==> config.mk <==
export PLATFORM = sky130hd
export DESIGN_NAME = adm_decoder
export DESIGN_NICKNAME = d
export VERILOG_FILES = /design/src/rtl/adm_pkg.sv /design/src/rtl/adm_history.sv /design/src/rtl/adm_step_adapt.sv /design/src/rtl/adm_accum.sv /design/src/rtl/adm_decoder.sv
export SDC_FILE = /design/constraint.sdc
export NUM_CORES = 1
export LEC_CHECK = 0
export ABC_AREA = 1
export ABC_CLOCK_PERIOD_IN_PS = 4360
export BUFFER_PORTS_ARGS = -buffer_cell sky130_fd_sc_hd__buf_4
export CAP_MARGIN = 30
export CELL_PAD_IN_SITES_DETAIL_PLACEMENT = 1
export CELL_PAD_IN_SITES_GLOBAL_PLACEMENT = 2
export CORE_ASPECT_RATIO = 1.5
export CORE_MARGIN = 2
export CORE_UTILIZATION = 30
export CTS_BUF_LIST = sky130_fd_sc_hd__clkbuf_16
export CTS_CLUSTER_SIZE = 12
export DETAILED_ROUTE_END_ITERATION = 16
export PLACE_DENSITY = 0.74
export SETUP_SLACK_MARGIN = 0.15
export SLEW_MARGIN = 5
export SYNTH_ARGS = -nofsm -noshare
export SYNTH_HDL_FRONTEND = slang
export SYNTH_SLANG_ARGS = --single-unit
==> constraint.sdc <==
create_clock -name clk -period 4.36 [get_ports clk]
set_input_delay 0.872 -clock clk [delete_from_list [all_inputs] [get_ports clk]]
set_output_delay 0.872 -clock clk [all_outputs]
set_load 0.005 [all_outputs]
==> src/rtl/adm_pkg.sv <==
package adm_pkg;

    localparam int unsigned PCM_W  = 8;
    localparam int unsigned HIST_W = 2;

    // Direction of the unit adjustment applied to the working step
    typedef enum logic {
        ADJ_DOWN = 1'b0,
        ADJ_UP   = 1'b1
    } step_adj_e;

    // The two history bits that steer adaptation
    typedef struct packed {
        logic older;   // bit received two strobes ago
        logic newer;   // bit received on the previous strobe
    } hist_taps_t;

    function automatic step_adj_e adj_from_taps(input hist_taps_t t);
        return t.older ? ADJ_UP : ADJ_DOWN;
    endfunction

endpackage

==> src/rtl/adm_history.sv <==
module adm_history #(
    parameter int unsigned HIST_W = adm_pkg::HIST_W
) (
    input  logic               clk,
    input  logic               rst,
    input  logic               en,
    input  logic               bit_in,
    output adm_pkg::hist_taps_t taps
);
    logic [HIST_W-1:0] hist_q;

    always_ff @(posedge clk) begin
        if (rst) begin
            hist_q <= '0;
        end else if (en) begin
            hist_q <= {hist_q[HIST_W-2:0], bit_in};
        end
    end

    assign taps.newer = hist_q[0];
    assign taps.older = hist_q[1];


    hist_shift_chk: assert property (@(posedge clk) disable iff (rst)
        en |=> (hist_q[0] == $past(bit_in)) && (hist_q[1] == $past(hist_q[0])));

endmodule

==> src/rtl/adm_step_adapt.sv <==
module adm_step_adapt #(
    parameter int unsigned DATA_W = adm_pkg::PCM_W
) (
    input  logic                      clk,
    input  logic                      rst,
    input  logic                      en,
    input  adm_pkg::hist_taps_t       taps,
    output logic signed [DATA_W-1:0]  step_nxt,
    output logic signed [DATA_W-1:0]  step_q
);
    import adm_pkg::*;

    localparam logic signed [DATA_W-1:0] S_MAX = {1'b0, {(DATA_W-1){1'b1}}};
    localparam logic signed [DATA_W-1:0] S_MIN = {1'b1, {(DATA_W-1){1'b0}}};
    localparam logic signed [DATA_W-1:0] ONE   = DATA_W'(1);

    logic signed [DATA_W-1:0] mag;
    logic signed [DATA_W-1:0] oriented;
    step_adj_e                adj;

    always_comb begin
        mag      = step_q[DATA_W-1] ? (-step_q) : step_q;
        oriented = taps.newer ? mag : (-mag);
        adj      = adj_from_taps(taps);
        step_nxt = (adj == ADJ_UP) ? (oriented + ONE) : (oriented - ONE);
    end

    always_ff @(posedge clk) begin
        if (rst) begin
            step_q <= '0;
        end else if (en) begin
            step_q <= step_nxt;
        end
    end


    step_grow_chk: assert property (@(posedge clk) disable iff (rst)
        (en && taps.older && taps.newer && !step_q[DATA_W-1] && step_q != S_MAX)
        |=> step_q == $past(step_q) + ONE);


    step_shrink_chk: assert property (@(posedge clk) disable iff (rst)
        (en && !taps.older && !taps.newer && (step_q[DATA_W-1] || step_q == '0)
            && step_q != S_MIN)
        |=> step_q == $past(step_q) - ONE);

endmodule

==> src/rtl/adm_accum.sv <==
module adm_accum #(
    parameter int unsigned DATA_W = adm_pkg::PCM_W
) (
    input  logic                     clk,
    input  logic                     rst,
    input  logic                     en,
    input  logic signed [DATA_W-1:0] step_in,
    output logic signed [DATA_W-1:0] sample_q
);
    always_ff @(posedge clk) begin
        if (rst) begin
            sample_q <= '0;
        end else if (en) begin
            sample_q <= sample_q + step_in;
        end
    end
endmodule

==> src/rtl/adm_decoder.sv <==
module adm_decoder #(
    parameter int unsigned DATA_W = adm_pkg::PCM_W,
    parameter int unsigned HIST_W = adm_pkg::HIST_W
) (
    input  logic                     clk,
    input  logic                     rst,
    input  logic                     sample_en,
    input  logic                     adm_bit,
    output logic signed [DATA_W-1:0] pcm_out
);
    import adm_pkg::*;

    hist_taps_t               taps;
    logic signed [DATA_W-1:0] step_nxt;
    logic signed [DATA_W-1:0] step_q;

    adm_history #(.HIST_W(HIST_W)) u_hist (
        .clk    (clk),
        .rst    (rst),
        .en     (sample_en),
        .bit_in (adm_bit),
        .taps   (taps)
    );

    adm_step_adapt #(.DATA_W(DATA_W)) u_step (
        .clk      (clk),
        .rst      (rst),
        .en       (sample_en),
        .taps     (taps),
        .step_nxt (step_nxt),
        .step_q   (step_q)
    );

    adm_accum #(.DATA_W(DATA_W)) u_acc (
        .clk      (clk),
        .rst      (rst),
        .en       (sample_en),
        .step_in  (step_nxt),
        .sample_q (pcm_out)
    );


    idle_hold_chk: assert property (@(posedge clk) disable iff (rst)
        !sample_en |=> $stable(pcm_out) && $stable(step_q) && $stable(taps));


    accum_sum_chk: assert property (@(posedge clk) disable iff (rst)
        sample_en |=> pcm_out == DATA_W'($past(pcm_out) + step_q));

endmodule

======== Word-level counts from Yosys, hierarchy flattened ========
Index checks and enable logic that the tools add are counted.
storage, ports and cells
  bits in registers ....................... 18
  output and inout bits ................... 8
  logic and storage cells ................. 12
operators by class
  add/subtract/negate cells ............... 5
  muxes and demuxes ....................... 4
operator list
  kind                   number
  $mux W8                3
  $neg A8 Y8             2
  $add A8 B2 Y8 const B  1
  $add A8 B8 Y8          1
  $sub A8 B2 Y8 const B  1
  $mux W1                1

======== Depth between registers and ports, before layout ========
  depth after elaboration ................. 7
  depth in mapped cells ................... 26
  depth with buffers taken out ............ 26

======== Modules after synthesis ========
From an unflattened synthesis, not the netlist that was laid out.
second synthesis, totals
  cell total of the unflattened synthesis .. 261
  area total of the unflattened synthesis .. 1672.9 µm²
modules (own cells, without submodules)
  module          instances  cells an instance  area an instance (µm²)  sequential area each (µm²)
  adm_step_adapt  1          149                929.6                   160.2
  adm_accum       1          99                 659.4                   160.2
  adm_history     1          13                 83.8                    40.0

======== Worst setup path before layout ========
Ideal clock, no wire load.
  kind .................................... register to register
  start point ............................. reg u_step.step_q[0]
  end point ............................... reg u_acc.sample_q[7]
  arrival ................................. 3.043 ns
  required time ........................... 4.250 ns
  path slack .............................. 1.207 ns
  stages on the path, launching flop included .. 26
  path buffers ............................ 0
  cell sequence ........................... dfxtp_1 inv_1 ha_1 inv_1 nand3_1 nand2_1 nand2_1 nand2_1 xnor2_1 ha_1 nand2_1 o21ai_0 xor2_1 inv_1 ha_1 inv_1 o21bai_1 nand2_1 nand2_1 nand2_1 nand2_1 nand3_1 nand3_1 nand2_1 inv_1 nor2_1
on the way
  longest elaborated chain between the ends .. 7
RTL lines
  element                                         RTL line              source
  from (decl)                                     adm_step_adapt.sv:9   output logic signed [DATA_W-1:0] step_q
  from (signal assigned)                          adm_step_adapt.sv:32  step_q <= step_nxt;
  $neg A8 Y8                                      adm_step_adapt.sv:22  mag = step_q[DATA_W-1] ? (-step_q) : step_q;
  $mux W8 (*)                                     adm_step_adapt.sv:22
  $neg A8 Y8                                      adm_step_adapt.sv:23  oriented = taps.newer ? mag : (-mag);
  $mux W8 (*)                                     adm_step_adapt.sv:23
  $sub A8 B2 Y8 or $add A8 B2 Y8 (tied branches)  adm_step_adapt.sv:25  step_nxt = (adj == ADJ_UP) ? (oriented + ONE) : (oriented - ONE);
  $mux W8 (*)                                     adm_step_adapt.sv:25
  named net step_nxt[0]                           adm_decoder.sv:14     logic signed [DATA_W-1:0] step_nxt;
  $add A8 B8 Y8 (*)                               adm_accum.sv:14       sample_q <= sample_q + step_in;
  to (signal assigned)                            adm_accum.sv:14
  to (decl)                                       adm_accum.sv:8        output logic signed [DATA_W-1:0] sample_q
The timed path passes the listed nets; every way through them passes the cells marked *.
A chain may end at the register's enable or synchronous reset.

======== Worst setup path in the final report ========
Ends and elaborated chain as after synthesis.

==> metrics.txt <==
GRT overflow 0; hold_buf cts 0; cts bufs inserted 3; Arr. time, crit path 3.68 ns; nets in the synthesized netlist 245; worst setup margin 0.831 ns; Seq/Total Area, Yosys 24.0%; Die H 90.6 um; CTS Root Cell clkbuf_16; CP dominant cell by count nand2_1; CP endpoint kind flip-flop; Fin. Hold Viols 0; vias in the first global route 1505; Clock Latency Late Sink 0.25 ns; standard-cell rows 31; Mean Syn Cell Area 6.67 sq um; most common cell after layout, fill and taps aside inv_1; Antenna diodes 0; Post-CTS Resized 0; pre-CTS setup slack 0.785 ns; Peak Freq 283 MHz; clock buffer depth 2; Hold Path Class reg2reg; routed via count 1407; measured slew at the worst slew-check pin 0.495 ns; Wirelength per Cell 12.5 um; First DRT Iteration DRCs 26; Max Cap Violations 0; Mapped Area 1500 sq um; most frequent cells in the layout inv_1 (39), nand2_1 (36), nor2_1 (24); Worst path top cell family by delay simple AND/OR/NAND/NOR gates; area delta synth->final 14.3%; largest net degree at the start of global routing 23; antenna violations before repair 0; Final Max Slew Viols 0; CP max FO 8; GP Congestion 0.770; Clock Skew 0.00157 ns; FF+latch count, synth 18; clk sink count 18; Synth Instances 225; chip width 61.7 um; status finished clean; Post-CTS Setup Bufs 0; RSZ-0062 raised after global routing false; Critical Path Source Type flip-flop; clock-pin slew on the worst setup and hold paths 0.06 ns; Setup-failing EPs final 0; CP required 4.51 ns; H-tree depth 1; share of layout cells above drive strength 1 8.55%; Min Clock Period, post-route 3.53 ns; Total GRT Usage 16.4%; Die ar. 5590 sq um; first-pass GRT wire length 6980 um; fin nets 255; WL final 3750 um; CP max stage cell ha_1; initial core utilization 31.2%; Vias/cell 4.69; Pre-antenna DRT Iters 4; post-detailed-route count of antenna-violating nets 0; dpl hpwl 3010 um; Netlist cell types 25; # IOs 12; DRC violations left 0; relative slew slack 67.0%; Port Buffers 11; core area 4810 sq um; CTS tree done; synth warn 0; final period utilization 80.9%; worst setup path class reg2reg; worst hold slack 0.529 ns; total negative slack 0 ns; Bufs and invs on worst path 5; Worst path max stage delay 0.35 ns
==> through the flow <==
stage,cells,util [%],area (sq um)
after global routing,300,35.6,1710
after detailed placement,296,34.0,1640
after floorplan,225,-,1500
final,300,35.6,1710
after CTS,300,35.6,1710
after global placement,296,34.0,1640
==> final timing paths <==
| path | startpoint | slack, ns | end | depth (start not counted) |
|---|---|---|---|---|
| max reg2reg | u_step.step_q[0]$_SDFFE_PP0P_ | 0.83 | u_acc.sample_q[7]$_SDFFE_PP0P_ | 25 |
| min | u_acc.sample_q[7]$_SDFFE_PP0P_ | 0.53 | u_acc.sample_q[7]$_SDFFE_PP0P_ | 4 |
| max | u_step.step_q[0]$_SDFFE_PP0P_ | 0.83 | u_acc.sample_q[7]$_SDFFE_PP0P_ | 25 |
| min reg2reg | u_acc.sample_q[7]$_SDFFE_PP0P_ | 0.53 | u_acc.sample_q[7]$_SDFFE_PP0P_ | 4 |
==> cell type report <==
cell class              count  area (sq um)
fillers                   650          3100
multi-input cells         162           963
flip-flops and latches     18           360
inverters                  39           146
repair buffers             11          82.6
well taps                  66          82.6
clock buffers               3          75.1
clock inverters             1          3.75
==> state kept, by name, summed over array words and instances, names as in the netlist <==
register	cells
u_acc.sample_q	8
u_hist.taps	2
u_step.step_q	8
==> routing by layer <==
layer | vias up | GRT usage, % | part of all wire, %
li1 | 731 | - | -
met1 | 658 | 19.9 | 44
met2 | 11 | 28.0 | 52
met3 | 7 | 3.01 | 1.8
met4 | 0 | 5.50 | 2.6
met5 | - | 0 | 0
==> Yosys cell counts <==
| library cell | count | area share (%) |
|---|---|---|
| a211oi_1 | 1 | 0.50 |
| a21o_1 | 1 | 0.50 |
| a21oi_1 | 18 | 6.0 |
| a31o_2 | 1 | 0.58 |
| buf_1 | 1 | 0.25 |
| buf_6 | 1 | 0.75 |
| clkbuf_1 | 4 | 1.0 |
| dfxtp_1 | 18 | 24 |
| fa_1 | 2 | 2.7 |
| ha_1 | 14 | 12 |
| inv_1 | 39 | 9.8 |
| nand2_1 | 36 | 9.0 |
| nand2_2 | 4 | 1.7 |
| nand3_1 | 14 | 4.7 |
| nand3_2 | 1 | 0.67 |
| nand3b_1 | 1 | 0.50 |
| nand4_1 | 1 | 0.42 |
| nor2_1 | 24 | 6.0 |
| o21ai_0 | 20 | 6.7 |
| o21ai_1 | 4 | 1.3 |
| o21bai_1 | 1 | 0.50 |
| o31ai_1 | 1 | 0.50 |
| or2_1 | 1 | 0.42 |
| xnor2_1 | 5 | 2.9 |
| xor2_1 | 12 | 7.0 |
==> cells by family after synthesis <==
family          synth area share, %
simple gates                   23.4
buf+inv                        11.8
flops                          24.0
fa+ha+maj                      14.3
compound gates                 16.6
xor+xnor                       9.92
==> worst register-to-register path: cells and delay by family (launching register included) <==
family | cells | cell delay [ns]
AOI/OAI and AO/OA | 2 | 0.48
DFF | 1 | 0.32
buffers and inverters | 5 | 0.47
and+or+nand+nor | 13 | 0.92
adders and majority gates | 3 | 0.91
xor gates and xnor gates | 2 | 0.35
Power is left out: the tool's default activity adds up to more than one toggle a clock period on the data nets, which glitch-free logic cannot reach.
